**src/rtl/pci_cs_pkg.sv**
```systemverilog
package pci_cs_pkg;
  localparam int DATA_W   = 32;
  localparam int BE_W     = DATA_W / 8;
  localparam int CMD_SCE  = 3;
  localparam int CMD_SERR = 8;
  localparam int STICKY_LO = 11;
  localparam int STICKY_N  = 4;

  typedef struct packed {
    logic rdHit;
    logic wrLane0;
    logic wrLane1;
    logic wrLane3;
    logic serrFire;
    logic shutFire;
  } csStrobes_t;
endpackage

```
**src/rtl/pci_cs_ctrl.sv**
```systemverilog
module pci_cs_ctrl
  import pci_cs_pkg::*;
#(
  parameter int ADDR_W  = 6,
  parameter int REG_IDX = 1
) (
  input  logic              cfgWrEn,
  input  logic              cfgRdEn,
  input  logic [ADDR_W-1:0] cfgAddr,
  input  logic [BE_W-1:0]   cfgByteEn,
  input  logic              specialShutdown,
  input  logic              dtTimeout,
  input  logic              extSerrAllow,
  input  logic              sceBit,
  input  logic              serrEnBit,
  output csStrobes_t        strb
);
  localparam logic [ADDR_W-1:0] MY_IDX = ADDR_W'(REG_IDX);

  logic hit;
  logic wrHit;

  always_comb begin
    hit           = (cfgAddr == MY_IDX);
    wrHit         = cfgWrEn && hit;
    strb.rdHit    = cfgRdEn && hit;
    strb.wrLane0  = wrHit && cfgByteEn[0];
    strb.wrLane1  = wrHit && cfgByteEn[1];
    strb.wrLane3  = wrHit && cfgByteEn[3];
    strb.serrFire = dtTimeout && serrEnBit && extSerrAllow;
    strb.shutFire = specialShutdown && sceBit;
  end
endmodule

```
**src/rtl/pci_cs_dp.sv**
```systemverilog
module pci_cs_dp
  import pci_cs_pkg::*;
(
  input  logic              clk,
  input  logic              rstN,
  input  csStrobes_t        strb,
  input  logic [DATA_W-1:0] cfgWrData,
  input  logic              evtMasterAbort,
  input  logic              evtRecvTargetAbort,
  input  logic              evtSigTargetAbort,
  output logic              sceBit,
  output logic              serrEnBit,
  output logic [DATA_W-1:0] cfgRdData,
  output logic              cfgRdValid,
  output logic              shutdownPulse,
  output logic              serrReq
);
  localparam int HALF = DATA_W / 2;

  logic [STICKY_N-1:0] sticky;
  logic [STICKY_N-1:0] setVec;
  logic [HALF-1:0]     cmdView;
  logic [HALF-1:0]     stsView;

  // order: bit 11 sig target abort, 12 recv target abort, 13 master abort, 14 serr
  assign setVec = {strb.serrFire, evtMasterAbort, evtRecvTargetAbort, evtSigTargetAbort};

  always_ff @(posedge clk or negedge rstN) begin
    if (!rstN) begin
      sceBit    <= 1'b0;
      serrEnBit <= 1'b0;
    end else begin
      if (strb.wrLane0) sceBit    <= cfgWrData[CMD_SCE];
      if (strb.wrLane1) serrEnBit <= cfgWrData[CMD_SERR];
    end
  end

  for (genvar i = 0; i < STICKY_N; i++) begin : g_sticky
    always_ff @(posedge clk or negedge rstN) begin
      if (!rstN)
        sticky[i] <= 1'b0;
      else if (setVec[i])
        sticky[i] <= 1'b1;
      else if (strb.wrLane3 && cfgWrData[HALF + STICKY_LO + i])
        sticky[i] <= 1'b0;
    end
  end

  always_comb begin
    cmdView = '0;
    cmdView[2:0]      = 3'b111;
    cmdView[CMD_SCE]  = sceBit;
    cmdView[CMD_SERR] = serrEnBit;
    stsView = '0;
    stsView[7]        = 1'b1;
    stsView[10:9]     = 2'b01;
    stsView[STICKY_LO +: STICKY_N] = sticky;
  end

  always_ff @(posedge clk or negedge rstN) begin
    if (!rstN) begin
      cfgRdData     <= '0;
      cfgRdValid    <= 1'b0;
      shutdownPulse <= 1'b0;
      serrReq       <= 1'b0;
    end else begin
      cfgRdValid    <= strb.rdHit;
      cfgRdData     <= strb.rdHit ? {stsView, cmdView} : '0;
      shutdownPulse <= strb.shutFire;
      serrReq       <= strb.serrFire;
    end
  end
endmodule

```
**src/rtl/pci_cmd_sts.sv**
```systemverilog
module pci_cmd_sts
  import pci_cs_pkg::*;
#(
  parameter int ADDR_W  = 6,
  parameter int REG_IDX = 1
) (
  input  logic              clk,
  input  logic              rstN,
  input  logic              cfgWrEn,
  input  logic              cfgRdEn,
  input  logic [ADDR_W-1:0] cfgAddr,
  input  logic [3:0]        cfgByteEn,
  input  logic [31:0]       cfgWrData,
  output logic [31:0]       cfgRdData,
  output logic              cfgRdValid,
  input  logic              specialShutdown,
  input  logic              dtTimeout,
  input  logic              extSerrAllow,
  input  logic              evtMasterAbort,
  input  logic              evtRecvTargetAbort,
  input  logic              evtSigTargetAbort,
  output logic              shutdownPulse,
  output logic              serrReq
);
  csStrobes_t strb;
  logic       sceBit;
  logic       serrEnBit;

  pci_cs_ctrl #(.ADDR_W(ADDR_W), .REG_IDX(REG_IDX)) ctrl_i (
    .cfgWrEn(cfgWrEn), .cfgRdEn(cfgRdEn), .cfgAddr(cfgAddr), .cfgByteEn(cfgByteEn),
    .specialShutdown(specialShutdown), .dtTimeout(dtTimeout), .extSerrAllow(extSerrAllow),
    .sceBit(sceBit), .serrEnBit(serrEnBit), .strb(strb)
  );

  pci_cs_dp dp_i (
    .clk(clk), .rstN(rstN), .strb(strb), .cfgWrData(cfgWrData),
    .evtMasterAbort(evtMasterAbort), .evtRecvTargetAbort(evtRecvTargetAbort),
    .evtSigTargetAbort(evtSigTargetAbort), .sceBit(sceBit), .serrEnBit(serrEnBit),
    .cfgRdData(cfgRdData), .cfgRdValid(cfgRdValid),
    .shutdownPulse(shutdownPulse), .serrReq(serrReq)
  );
endmodule

```
**config.mk**
```make
export PLATFORM = sky130hd
export DESIGN_NAME = pci_cmd_sts
export DESIGN_NICKNAME = d
export VERILOG_FILES = /design/src/rtl/pci_cs_pkg.sv /design/src/rtl/pci_cs_ctrl.sv /design/src/rtl/pci_cs_dp.sv /design/src/rtl/pci_cmd_sts.sv
export SDC_FILE = /design/constraint.sdc
export NUM_CORES = 1
export LEC_CHECK = 0
export ABC_AREA = 1
export BUFFER_PORTS_ARGS = -buffer_cell sky130_fd_sc_hd__buf_4
export CORE_MARGIN = 2
export CORE_UTILIZATION = 31
export CTS_BUF_LIST = sky130_fd_sc_hd__clkbuf_4
export CTS_CLUSTER_DIAMETER = 30
export DETAILED_ROUTE_END_ITERATION = 8
export PLACE_DENSITY = 0.88
export SLEW_MARGIN = 30
export SYNTH_ARGS = -nofsm -noshare
export SYNTH_HDL_FRONTEND = slang
export SYNTH_SLANG_ARGS = --single-unit
```
**constraint.sdc**
```tcl
create_clock -name clk -period 0.8 [get_ports clk]
set_input_delay 0.16 -clock clk [delete_from_list [all_inputs] [get_ports clk]]
set_output_delay 0.16 -clock clk [all_outputs]
set_load 0.02 [all_outputs]
```
; Yosys cells after proc, flatten, opt, wreduce, memory -nomap -nowiden
; Index checks and enable logic that the tools add are counted.
[word_totals]
register_bits = 41
latchBits = 0
ram_bits = 0
rom_bits = 0
out_inout_bits = 35
memories = 0
[op_classes]
addsub = 0
n_mul = 0
div_mod_pow = 0
n_lt_le_gt_ge = 0
eq_ne = 1
n_shift = 0
muxes = 9
bitwise = 0
n_reduce_logical = 16
[ops]
columns = operator, count
row1 = 31-bit 2-to-1 mux, 1
row2 = 1-bit logical AND, 12
row3 = 1-bit 2-to-1 mux, 8
row4 = 2-bit nonzero test, 4
row5 = 6-bit by 1-bit equality test with 1-bit output (second input constant), 1

; Longest topological paths before layout
[depth]
word_depth = 6
depth_mapped = 7
mapped_depth_nobuf = 7

; Modules after synthesis
; Synthesis repeated with hierarchy kept, for this count alone.
[hier_totals]
hier_cells = 93
area_unflattened_um2 = 788.3
[by_module_without_submodules]
columns = module, n_inst, cells_per_inst, area_each_um2, seq_area_each_um2
row1 = pci_cs_dp, 1, 76, 704.4, 375.4
row2 = pci_cs_ctrl, 1, 17, 83.8, 0.0

; Worst setup path before layout
; OpenSTA, ideal clock, no wires.
[synth_timing]
kind = reg-to-output
startpoint = register, netlist name dp_i.cfgRdData[25]
endpoint = output port cfgRdData[0]
arrival_time_ps = 685
setup_slack_ps = -45
stages_incl_launch_ff = 2
path_buffers = 1
path_cell_list = dfrtp_1 buf_4
[synth_rtl]
columns = item, line
row1 = "end, declared", pci_cmd_sts.sv:14  ; output logic [31:0] cfgRdData,

==> results <==
- On the final layout, the worst clock skew is 0.000588 ns.
- In this run the worst path has a maximum fanout of 6.
- After filler insertion, the fill cell instance count of the layout stands at 243.
- The placer's final routability congestion estimate is 0.693.
- The number of standard-cell rows in the floorplan is 18.
- The count of input and output buffers is 38.
- In the global route stage, overall resource usage came out at 0.0911.
- The number of hold violations in the final report is 0.
- The worst hold path begins at evtMasterAbort.
- The TritonCTS buffer count is 3.
- After synthesis, the netlist uses 11 different library cells.
- The utilization after layout is 0.450.
- The signal on the critical path passes through buf_4.
- Sorting the synthesized cells by area gives the leading types as dfrtp_1 48%, buf_4 25%, nand2_1 7.2%.
- Global routing finished with a remaining overflow of 0.
- In this run, synthesis produced a sequential element count of 15.
- The endpoint required time on the critical path is 0.64 ns.
- Counting I/O delays and the setup requirement, the final critical path takes 1.04 ns.
- The highest cell delay on the worst timing path is 0.44 ns.
- The total standard cell area after synthesis is 787 sq um.
- The via total after detailed routing is 573.
- The maximum vdd drop is 0.000613 V.
- The worst register-to-register path has a depth of 2.
- The timing-limited maximum frequency is 959 MHz.
- After the first detailed-routing iteration, the DRC count stood at 3.
- The floorplan step set the die width to 54.4 um.
- The total chip power is 1.54 mW.
- The initial core utilization is 0.324.
- CTS built an H-tree with a depth of 1.
- 0 antenna diodes ended up in the layout.
- The half-perimeter wire length after placement is 1.08 mm.
- The share of synthesized area in the top cell type comes to 0.477.
- The fraction of final layout cells sized beyond drive strength 1 is 0.395.
- The per-cell via count in the routed design is 3.60.
- The via count of the first global-routing pass is 492.
- dfrtp_1 takes more of the synthesized area than any other cell.
- Relative to the synthesized area, the layout overhead comes to 39.0%.
- The number of antenna violations at the first check in global routing is 0.
- Of the synthesized area, sequential elements account for 0.477.
- During I/O placement, the number of pins put on the boundary was 87.
- The cell depth of the worst min-delay path is 3.
- The wire length of the first global-routing pass is 1.91 mm.
- The standby leakage power is 0.658 nW.
- Setup violations remaining at the end of the flow were counted as 14.
- In this run the number of cells on the critical path is 1.
- The finished layout cell area is 1090 sq um.
- The worst endpoint data arrival time is 0.88 ns.
- After technology mapping, the gate count stands at 90.
- In this run, placement finished with an instance count of 154.
- The sink count of the clock tree is 15.
- The first TritonRoute pass finished after 4 iterations.
- OpenSTA, run right after detailed placement, puts the worst setup slack at -0.222 ns.
- The number of nets in the layout is 182.
- The type of the setup path with the least slack is reg2out.
- The die covers 2960 sq um.
- The mean instance size in the synthesized netlist is 8.74 sq um.
- TritonCTS built the clock tree.
- The path class of the tightest hold or removal check is in2reg.
- The final reports fail on negative setup slack.
- The number of buffers and inverters on the critical path is 1.
- The number of DRC violations after detailed routing is 0.
- After detailed placement, the total cell area comes to 1020 sq um.
- The count of maximum capacitance violations is 0.
- Buffers added to address setup during post-CTS repair amount to 0.
- In the post-route analysis, the smallest setup slack over all paths is -0.242 ns.
- The register clock-pin slew on the reported worst setup and hold paths is 0.08 ns.
- The maximum number of pins on one net before global-route repair is 16.
- The detail route stage leaves a number of antenna-violating nets equal to 0.
- The run finished, with violations left.
- The tree is rooted in a clkbuf_4.
- The final hold slack is 0.0607 ns.
- The longest clock path from root to sink contains 2 buffers.
- The power per standard cell area is 1410 nW/um^2.
- The start point of the critical path is dp_i.cfgRdData[25]$_DFF_PN0_.
- For this run, the number of standard cells in the final layout without fillers is 159.
- For this block, the routed nets add up to 1.26 mm of wire.
- The part of the cycle the worst path needs is 1.30.
- Setup total negative slack on the finished layout was measured at -2.55 ns.
- The max-slew violation total from the final report is 0.
- The height of the chip is 54.4 um.
- The wire length per cell after detailed routing is 7.92 um.
- The slowest cell on the critical path is dfrtp_2.
- The worst setup path is launched from a flop.
- In this design, the largest share of critical-path delay is due to flip-flops.
- The launch instance of the worst register-to-register path is dp_i.serrEnBit$_DFFE_PN0P_.
- The count of synthesis-stage warnings from yosys is 0.
- Setup repair after global routing could not meet its margin everywhere.
- After floorplanning, the core was sized to cover 2430 sq um.
- The sort of element at the end of the critical path is an output pin.
- The clock latency reported for the late side of the worst-skew pair is 0.27 ns.
[worst paths after layout]
| path | endpoint | slack [ns] |
|---|---|---|
| max | cfgRdData[2] | -0.24 |
| min | dp_i.sticky[2]$_DFFE_PN0P_ | 0.06 |
| max reg2reg | dp_i.sticky[3]$_DFFE_PN0P_ | 0.15 |
| min reg2reg | dp_i.sticky[2]$_DFFE_PN0P_ | 0.48 |
| max in group asynchronous | dp_i.cfgRdData[25]$_DFF_PN0_ | 0.35 |
| min in group asynchronous | dp_i.serrReq$_DFF_PN0_ | 0.27 |
[report_power, final]
| part | internal (mW) | total [mW] | switching (mW) |
|---|---|---|---|
| logic | 0.117 | 0.288 | 0.171 |
| registers | 0.790 | 0.809 | 0.0195 |
| clock network | 0.227 | 0.443 | 0.216 |
| total | 1.13 | 1.54 | 0.407 |
[layer usage]
layer,GRT usage,vias up,wire length (um)
met5,0,-,0
met4,0.0625,0,19
met3,0.00820,2,111
met2,0.167,33,675
met1,0.0979,239,454
li1,-,299,-
[timing repair]
| item | CTS | global route |
|---|---|---|
| hold buffers | 1 | 0 |
| endpoints found under the hold margin | 15 | 0 |
| pin swaps | 0 | 0 |
| setup endpoints to repair | 14 | 14 |
| resized for setup | 8 | 0 |
[cell usage in the layout (no fill, tap or decap)]
cell / netlist / final
buf_4: 26 / 32
conb_1: 1 / 21
nand2_1: 15 / 15
dfrtp_1: 15 / 14
inv_1: 14 / 13
buf_6: 0 / 8
nand3_1: 7 / 7
nor2_1: 6 / 6
nor2_4: 1 / 4
clkbuf_4: 0 / 4
inv_4: 0 / 1
nand4_1: 1 / 1
nand3_2: 1 / 1
dfrtp_2: 0 / 1
dlygate4sd3_1: 0 / 1
[registers in the layout, summed over array words and instances (netlist names)]
signal and flops:
dp_i.cfgRdData 7, dp_i.sceBit 1, dp_i.serrEnBit 1, dp_i.serrReq 1, dp_i.shutdownPulse 1, dp_i.sticky 4
[cells by family after synthesis]
kind of cell	Yosys count	synth area share
simple gates	34	0.203
other cells	1	0.00476
buf+inv	40	0.315
flops	15	0.477
[synth_stat cells]
library cell	instances
nor2_4	1
buf_4	26
nor2_2	3
inv_1	14
conb_1	1
nor2_1	6
dfrtp_1	15
nand4_1	1
nand3_1	7
nand3_2	1
nand2_1	15
[final cells by class]
type                       instances  area [sq um]  area share
clock buffer                       4          30.0      0.0275
timing repair buffer              41           340       0.311
tap                               30          37.5      0.0343
sequential                        15           377       0.344
inverter                          14          55.1      0.0503
multi-input combinational         55           254       0.232
(Power assumes the default switching activity.)
